==> config.mk <==
export PLATFORM = sky130hd
export DESIGN_NAME = ipl_ctrl
export DESIGN_NICKNAME = d
export VERILOG_FILES = /design/src/rtl/ipl_pkg.sv /design/src/rtl/ipl_prio_enc.sv /design/src/rtl/ipl_sw_pend.sv /design/src/rtl/ipl_save_stack.sv /design/src/rtl/ipl_ctrl.sv
export SDC_FILE = /design/constraint.sdc
export NUM_CORES = 1
export LEC_CHECK = 0
export ABC_AREA = 1
export BUFFER_PORTS_ARGS = -buffer_cell sky130_fd_sc_hd__buf_2
export CAP_MARGIN = 30
export CORE_MARGIN = 5
export CORE_UTILIZATION = 40
export DETAILED_ROUTE_END_ITERATION = 7
export GPL_ROUTABILITY_DRIVEN = 0
export PLACE_DENSITY = 0.58
export SKIP_CTS_REPAIR_TIMING = 1
export SYNTH_ARGS = -nofsm -noshare
export SYNTH_HDL_FRONTEND = slang
export SYNTH_SLANG_ARGS = --single-unit
==> constraint.sdc <==
create_clock -name clk_i -period 11.2 [get_ports clk_i]
set_input_delay 3.36 -clock clk_i [delete_from_list [all_inputs] [get_ports clk_i]]
set_output_delay 3.36 -clock clk_i [all_outputs]
set_load 0.02 [all_outputs]
==> src/rtl/ipl_pkg.sv <==
package ipl_pkg;
  typedef enum logic [1:0] {
    MODE_KERNEL = 2'd0,
    MODE_EXEC   = 2'd1,
    MODE_SUPER  = 2'd2,
    MODE_USER   = 2'd3
  } mode_e;
endpackage

==> src/rtl/ipl_prio_enc.sv <==
module ipl_prio_enc #(
  parameter int N     = 31,
  parameter int LVL_W = 5
) (
  input  logic [N-1:0]     req_i,
  output logic [LVL_W-1:0] lvl_o
);
  // bit i stands for level i+1; highest index wins
  always_comb begin
    lvl_o = '0;
    for (int i = 0; i < N; i++)
      if (req_i[i]) lvl_o = LVL_W'(i + 1);
  end

  always_comb begin
    if (lvl_o != '0)
      a_r2_winner_active: assert (req_i[lvl_o - 1'b1]);
    else
      a_r2_none_active: assert (req_i == '0);
  end
endmodule

==> src/rtl/ipl_sw_pend.sv <==
module ipl_sw_pend #(
  parameter int N = 15
) (
  input  logic         clk_i,
  input  logic         rst_ni,
  input  logic [N-1:0] set_i,
  input  logic [N-1:0] clr_i,
  output logic [N-1:0] pend_o
);
  for (genvar g = 0; g < N; g++) begin : g_bit
    logic q;
    always_ff @(posedge clk_i or negedge rst_ni) begin
      if (!rst_ni)       q <= 1'b0;
      else if (set_i[g]) q <= 1'b1;
      else if (clr_i[g]) q <= 1'b0;
    end
    assign pend_o[g] = q;

    a_r6_clear: assert property (@(posedge clk_i) disable iff (!rst_ni)
      clr_i[g] && !set_i[g] |=> !pend_o[g]);
    a_r4_set: assert property (@(posedge clk_i) disable iff (!rst_ni)
      set_i[g] |=> pend_o[g]);
  end
endmodule

==> src/rtl/ipl_save_stack.sv <==
module ipl_save_stack #(
  parameter int DEPTH = 8,
  parameter int W     = 7
) (
  input  logic         clk_i,
  input  logic         rst_ni,
  input  logic         push_i,
  input  logic         pop_i,
  input  logic [W-1:0] din_i,
  output logic [W-1:0] top_o,
  output logic         empty_o,
  output logic         full_o
);
  localparam int CNT_W = $clog2(DEPTH + 1);

  logic [W-1:0]     mem_q [DEPTH];
  logic [CNT_W-1:0] cnt_q;

  assign empty_o = (cnt_q == '0);
  assign full_o  = (cnt_q == CNT_W'(DEPTH));
  assign top_o   = empty_o ? '0 : mem_q[cnt_q - 1'b1];

  always_ff @(posedge clk_i or negedge rst_ni) begin
    if (!rst_ni) begin
      cnt_q <= '0;
      for (int i = 0; i < DEPTH; i++) mem_q[i] <= '0;
    end else if (push_i) begin
      mem_q[cnt_q] <= din_i;
      cnt_q        <= cnt_q + 1'b1;
    end else if (pop_i) begin
      cnt_q <= cnt_q - 1'b1;
    end
  end

  a_r3_no_push_full: assert property (@(posedge clk_i) disable iff (!rst_ni)
    push_i |-> !full_o);
  a_r8_no_pop_empty: assert property (@(posedge clk_i) disable iff (!rst_ni)
    pop_i |-> !empty_o);
endmodule

==> src/rtl/ipl_ctrl.sv <==
module ipl_ctrl
  import ipl_pkg::*;
#(
  parameter int HW_LINES    = 16,
  parameter int SW_LEVELS   = 15,
  parameter int STACK_DEPTH = 8
) (
  input  logic                 clk_i,
  input  logic                 rst_ni,
  input  logic [HW_LINES-1:0]  hw_req_i,
  input  logic [SW_LEVELS-1:0] sw_set_i,
  input  logic                 ack_i,
  input  logic                 rei_i,
  input  logic                 st_wr_i,
  input  logic [4:0]           st_ipl_i,
  input  logic [1:0]           st_mode_i,
  output logic [4:0]           pend_lvl_o,
  output logic                 take_o,
  output logic [4:0]           cur_ipl_o,
  output logic [1:0]           cur_mode_o,
  output logic [SW_LEVELS-1:0] sw_pend_o
);
  localparam int NLVL  = HW_LINES + SW_LEVELS;
  localparam int LVL_W = $clog2(NLVL + 1);
  localparam int CTX_W = LVL_W + 2;

  logic [LVL_W-1:0]     ipl_q;
  mode_e                mode_q;
  logic [SW_LEVELS-1:0] sw_clr;
  logic [NLVL-1:0]      req_all;
  logic [LVL_W-1:0]     pend_lvl;
  logic [CTX_W-1:0]     top_ctx;
  logic                 stk_empty, stk_full;
  logic                 acc, ret, wr;

  assign req_all = {hw_req_i, sw_pend_o};

  ipl_prio_enc #(.N(NLVL), .LVL_W(LVL_W)) i_enc (
    .req_i (req_all),
    .lvl_o (pend_lvl)
  );

  assign take_o = (pend_lvl > ipl_q) && !stk_full;
  assign acc    = ack_i && take_o;
  assign ret    = rei_i && !acc && !stk_empty;
  assign wr     = st_wr_i && !acc && !ret;

  always_comb begin
    sw_clr = '0;
    if (acc && pend_lvl != '0 && pend_lvl <= LVL_W'(SW_LEVELS))
      sw_clr[pend_lvl - 1'b1] = 1'b1;
  end

  ipl_sw_pend #(.N(SW_LEVELS)) i_sw (
    .clk_i  (clk_i),
    .rst_ni (rst_ni),
    .set_i  (sw_set_i),
    .clr_i  (sw_clr),
    .pend_o (sw_pend_o)
  );

  ipl_save_stack #(.DEPTH(STACK_DEPTH), .W(CTX_W)) i_stk (
    .clk_i   (clk_i),
    .rst_ni  (rst_ni),
    .push_i  (acc),
    .pop_i   (ret),
    .din_i   ({mode_q, ipl_q}),
    .top_o   (top_ctx),
    .empty_o (stk_empty),
    .full_o  (stk_full)
  );

  always_ff @(posedge clk_i or negedge rst_ni) begin
    if (!rst_ni) begin
      ipl_q  <= '0;
      mode_q <= MODE_KERNEL;
    end else if (acc) begin
      ipl_q  <= pend_lvl;
      mode_q <= MODE_KERNEL;
    end else if (ret) begin
      ipl_q  <= top_ctx[LVL_W-1:0];
      mode_q <= mode_e'(top_ctx[CTX_W-1 -: 2]);
    end else if (wr) begin
      ipl_q  <= st_ipl_i[LVL_W-1:0];
      mode_q <= mode_e'(st_mode_i);
    end
  end

  assign pend_lvl_o = 5'(pend_lvl);
  assign cur_ipl_o  = 5'(ipl_q);
  assign cur_mode_o = mode_q;

  a_r5_ack_raises: assert property (@(posedge clk_i) disable iff (!rst_ni)
    ack_i && take_o |=> cur_ipl_o == $past(pend_lvl_o) && cur_mode_o == MODE_KERNEL);
  a_r5_ack_up: assert property (@(posedge clk_i) disable iff (!rst_ni)
    ack_i && take_o |=> cur_ipl_o > $past(cur_ipl_o));
  a_r7_ack_ignored: assert property (@(posedge clk_i) disable iff (!rst_ni)
    ack_i && !take_o && !rei_i && !st_wr_i |=> $stable(cur_ipl_o) && $stable(cur_mode_o));
  a_r8_restore: assert property (@(posedge clk_i) disable iff (!rst_ni)
    ret |=> {cur_mode_o, cur_ipl_o} == $past({top_ctx[CTX_W-1 -: 2], 5'(top_ctx[LVL_W-1:0])}));
endmodule

== Word-level counts from Yosys, hierarchy flattened ==
Index checks and enable logic that the tools add are counted.
Word-level totals
  bits in registers: 82
  logic and storage cells: 151
Cells by class
  add/subtract/negate cells: 3
  magnitude comparators: 7
  equal/unequal tests: 1
  mux-type cells: 79
  bitwise gates (word level): 2
  reductions and logical operators: 33
Operators with widths (number)
  5-bit two-way mux: 19
  56-bit bitwise mux: 1
  4-bit two-way mux: 10
  1-bit two-way mux: 32
  2-bit nonzero test: 16
  7-bit two-way mux: 4
  7-bit binary-select mux with 3-bit select: 1
  7-bit demux with 3-bit select: 1
  15-bit two-way mux: 1
  3-bit two-way mux: 4
  5-bit by 4-bit greater-or-equal comparator with 1-bit output, second input constant: 2
  1-bit logical AND: 10
  2-bit two-way mux: 5
  4-bit NOT with 5-bit output: 2
  5-bit by 1-bit greater-or-equal comparator with 1-bit output, second input constant: 1
  5-bit > comparator: 1
  5-bit by 4-bit less-or-equal comparator with 1-bit output, second input constant: 1
  5-bit by 1-bit less-than comparator with 1-bit output, second input constant: 1
  5-bit less-than comparator, second input constant: 1
  5-bit nonzero test: 1
  5-bit by 1-bit subtractor with 5-bit output, second input constant: 1
  4-bit by 1-bit adder with 4-bit output, second input constant: 1
  1-bit demux with 4-bit select: 1
  4-bit equality test, second input constant: 1
  other kinds (4): 7

== Logic depth before layout (Yosys ltp) ==
  word-level depth: 42
  depth in mapped cells: 42
  mapped depth without buffers: 41

== Modules after synthesis ==
Synthesis repeated with hierarchy kept, for this count alone.
Unflattened totals
  cell total of the unflattened synthesis: 740
  area, all modules: 4937.2 µm²
By module, submodules not included
  ipl_save_stack: instances 1, cells an instance 415, area each 3024.2 µm², sequential area each 1501.4 µm²
  ipl_ctrl: instances 1, cells an instance 135, area each 792.0 µm², sequential area each 175.2 µm²
  ipl_sw_pend: instances 1, cells an instance 90, area each 713.2 µm², sequential area each 375.4 µm²
  ipl_prio_enc: instances 1, cells an instance 100, area each 407.9 µm², sequential area each 0.0 µm²

== Least setup slack after synthesis ==
OpenSTA, ideal clock, no wires.
  path kind: input -> output
  start point: input port hw_req_i[0]
  end point: output port take_o
  arrival: 5005 ps
  path slack: 2835 ps
  stages on the path: 17
  cells stage by stage: nor2_1 -> nand2_1 -> nand2_1 -> nand2_1 -> nand2_1 -> nand2_1 -> nand3_1 -> nand2_1 -> nand2_1 -> nor2_8 -> inv_1 -> ha_1 -> nand3_1 -> nor2_1 -> a32oi_1 -> o21ai_1 -> inv_2
On the way
  longest elaborated chain between the ends: 18
RTL lines
  start, declared: RTL line ipl_ctrl.sv:10  | input logic [HW_LINES-1:0] hw_req_i,
  5-bit two-way mux (16 in a row): RTL line ipl_prio_enc.sv:12  | if (req_i[i]) lvl_o = LVL_W'(i + 1);
  named net pend_lvl_o[1]: RTL line ipl_ctrl.sv:17  | output logic [4:0] pend_lvl_o,
  5-bit > comparator: RTL line ipl_ctrl.sv:43  | assign take_o = (pend_lvl > ipl_q) && !stk_full;
  1-bit logical AND: RTL line ipl_ctrl.sv:43
  end, declared: RTL line ipl_ctrl.sv:18  | output logic take_o,
The timed path passes the listed nets, and every way through them passes these cells.

== Worst setup path after layout ==
  start point: input port hw_req_i[0]
  end point: output port take_o
On the way
  longest elaborated chain between the ends: 18
RTL lines (RTL line)
  5-bit two-way mux (16 in a row): ipl_prio_enc.sv:12
  5-bit > comparator: ipl_ctrl.sv:43
  1-bit logical AND: ipl_ctrl.sv:43
Every way passes these cells.

==> results_dict.tcl <==
set metrics [dict create \
    status "finished clean" \
    die_width_um 116 \
    diodes 0 \
    h-tree-depth 3 \
    vias_per_cell 5.22 \
    required_ns 7.84 \
    report.final.setup_viol 0 \
    clockRootBuffer "clkbuf_8" \
    crit_arrival_ns 5.30 \
    final.period_utilization_pct 77.4 \
    hold_start "i_stk.mem_q[19]" \
    yosys.area.top_type "dfrtp_1" \
    drc_errors 0 \
    avgSynthCellArea_um2 7.78 \
    io_buffer_count 70 \
    synth_top_family_by_area "simple AND/OR/NAND/NOR gates" \
    antenna_found_initial 0 \
    rsz0062_at_grt "no" \
    grt_pass1_vias 3818 \
    synth-xor-area-share_pct 0.782 \
    ant_nets 0 \
    via_count 4013 \
    startpoint_type "input port" \
    setup_tns_ns 0 \
    synth_compound_area_share_pct 19.3 \
    grt_max_degree 70 \
    crit_fanout 6 \
    rr_startpoint "i_sw.g_bit[1].q" \
    grt_use_met2_pct 28.6 \
    drtPass1Iterations 5 \
    synthesis.nets 626 \
    cts.sinks 82 \
    path_clk_slew_ns 0.09 \
    global_route.usage.total_pct 19.2 \
    drt_iter0_markers 425 \
    syn_inst 576 \
    final_max_slew_viol_count 0 \
    ir_drop_mv 0.155 \
    ys_seq_area_share_pct 45.8 \
    holdCritPathClass "flop to flop" \
    nets 674 \
    synth_simple_gate_area_share_pct 21.6 \
    clock_latency_ns 0.37 \
    numCtsBuffers 9 \
    synth_edf_count 0 \
    rows 38 \
    grt.busiest_layer "met2" \
    synthFlopType "dfrtp_1" \
    hold_viol 0 \
    cts_tree "yes" \
    initial_core_util_pct 41.2 \
    synthMuxAreaShare_pct 0 \
    dieArea_mm2 0.0134 \
    max_slew_margin_pct 42.8 \
    syn-cell-area_mm2 0.00448 \
    drt_wl_total_um 12400 \
    async_flop_share_pct 100 \
    min_period_ns 8.66 \
    crit_start "hw_req_i[0]" \
    ys_warn_count 0 \
    grt_use_met1_pct 28.0 \
    synth-seq-cells 82 \
    holdWs_ns 0.487 \
    yosysUniqueCellTypes 41 \
    fmax_ghz 0.115 \
    ios 71 \
    synthTopCellsByArea "dfrtp_1, nand2_1, o21ai_0, inv_1, nor2_1" \
    synth_fa_ha_area_share_pct 1.95 \
    die_h_um 116 \
    synth_top_area_share_pct 45.8 \
    clk_path_buf_depth 2 \
    fin_worst_skew_ns 0.0142 \
    cp-end-kind "output pin" \
    grt.overflow.total 0 \
    tightestPinTransition_ns 0.853 \
    core_area_mm2 0.0109 \
    wl_per_cell_um 16.1 \
    grt_first_pass_wirelength_um 19700 \
    use_met3_pct 3.24 \
    drv_cap 0 \
    hpwl_um 8780 \
    path_class "input port to output pin" \
    p_leak_nw 2.48 \
    cellPowerDensity_mw_per_mm2 258 \
    post_route_cells_drive_above_1_share_pct 17.5 \
    syn2layout_area_growth_pct 12.7 \
]
## sequential cells by signal, indices dropped and copies added (netlist names)
signal        flops
i_sw.g_bit.q     15
i_stk.cnt_q       4
cur_mode_o        2
i_stk.mem_q      56
cur_ipl_o         5
## cell usage after synthesis, types with 9 or more instances
library cell / count
inv_1: 65
buf_4: 15
o21ai_1: 10
o21ai_0: 77
nand2_1: 138
nand3_1: 9
a21oi_1: 14
dfrtp_1: 82
clkbuf_1: 18
nor2_1: 49
## logic make-up (layout without fill, tap and decap cells)
group,count (synthesis),count (layout)
DFF,82,82
adders and majority gates,7,7
xor gates and xnor gates,4,4
and+or+nand+nor,226,226
buffers and inverters,109,162
AOI/OAI and AO/OA,148,148
## cell usage in the layout (no fill, tap or decap), types with 3 or more instances in the layout
cell type,instances
inv_2,5
inv_1,65
o21ai_0,77
o21bai_1,7
o221ai_1,8
buf_2,69
o21ai_1,10
buf_4,4
a21oi_1,14
dfrtp_1,82
a211oi_1,3
nand2_2,8
o22ai_1,7
nor3_1,6
ha_1,7
nand4_1,6
nand3_1,9
clkbuf_8,9
o21a_1,8
nand2_1,138
nor2_1,49
## path summary, 6_finish.rpt
check / end / slack (ns) / cells after the start
hold / removal: i_stk.mem_q[19] / 0.49 / 2
setup reg to reg: cur_ipl_o[0] / 6.67 / 40
min in group asynchronous: i_stk.mem_q[29] / 2.84 / 1
max in group asynchronous: i_sw.g_bit[2].q / 7.73 / 2
setup / recovery: take_o / 2.54 / 19
hold reg to reg: i_stk.mem_q[19] / 0.49 / 2
## final cells by class
type	instances	area, um2
Timing Repair Buffer	74	403
Multi-Input combinational cell	385	1960
Sequential cell	82	2050
Tap cell	140	175
Fill cell	1120	5840
Inverter	72	270
Clock buffer	10	128
Clock inverter	6	65.1
## metal layers
metal  up-vias  share of wire (%)  wire, um
met5         -                  0         0
met1      1898                 47      5790
met2       129                 45      5570
met3        17                6.3       773
li1       1969                  -         -
met4         0                1.8       219
## through the flow
step	cells	area (um2)	setup WS (ns)	power, mW	utilization, %
floorplan	576	4480	2.83	0.896	-
detailed placement	753	4860	2.54	1.08	44.6
CTS	769	5050	2.54	1.31	46.4
finish	769	5050	2.54	1.31	46.4
global placement	752	4830	2.61	1.07	44.4
global route	769	5050	2.34	1.41	46.4
## where the power goes
part	leakage [nW]	internal (mW)	switching (mW)
Clock	0.0971	0.104	0.117
Combinational	1.41	0.202	0.401
Sequential	0.966	0.411	0.0712
## critical path: stages
cell and delay [ns]:
buf_2 0.11, nor2_1 0.17, nand2_1 0.07, nand2_1 0.06, nand2_1 0.04, nand2_1 0.05
nand2_1 0.04, nand3_1 0.06, nand2_1 0.05, nand2_1 0.15, nor2_8 0.06, inv_1 0.15
ha_1 0.26, nand3_1 0.11, nor2_1 0.05, a32oi_1 0.15, o21ai_1 0.10, inv_2 0.08
buf_2 0.16
No activity file was read; power rests on OpenSTA's default activity.
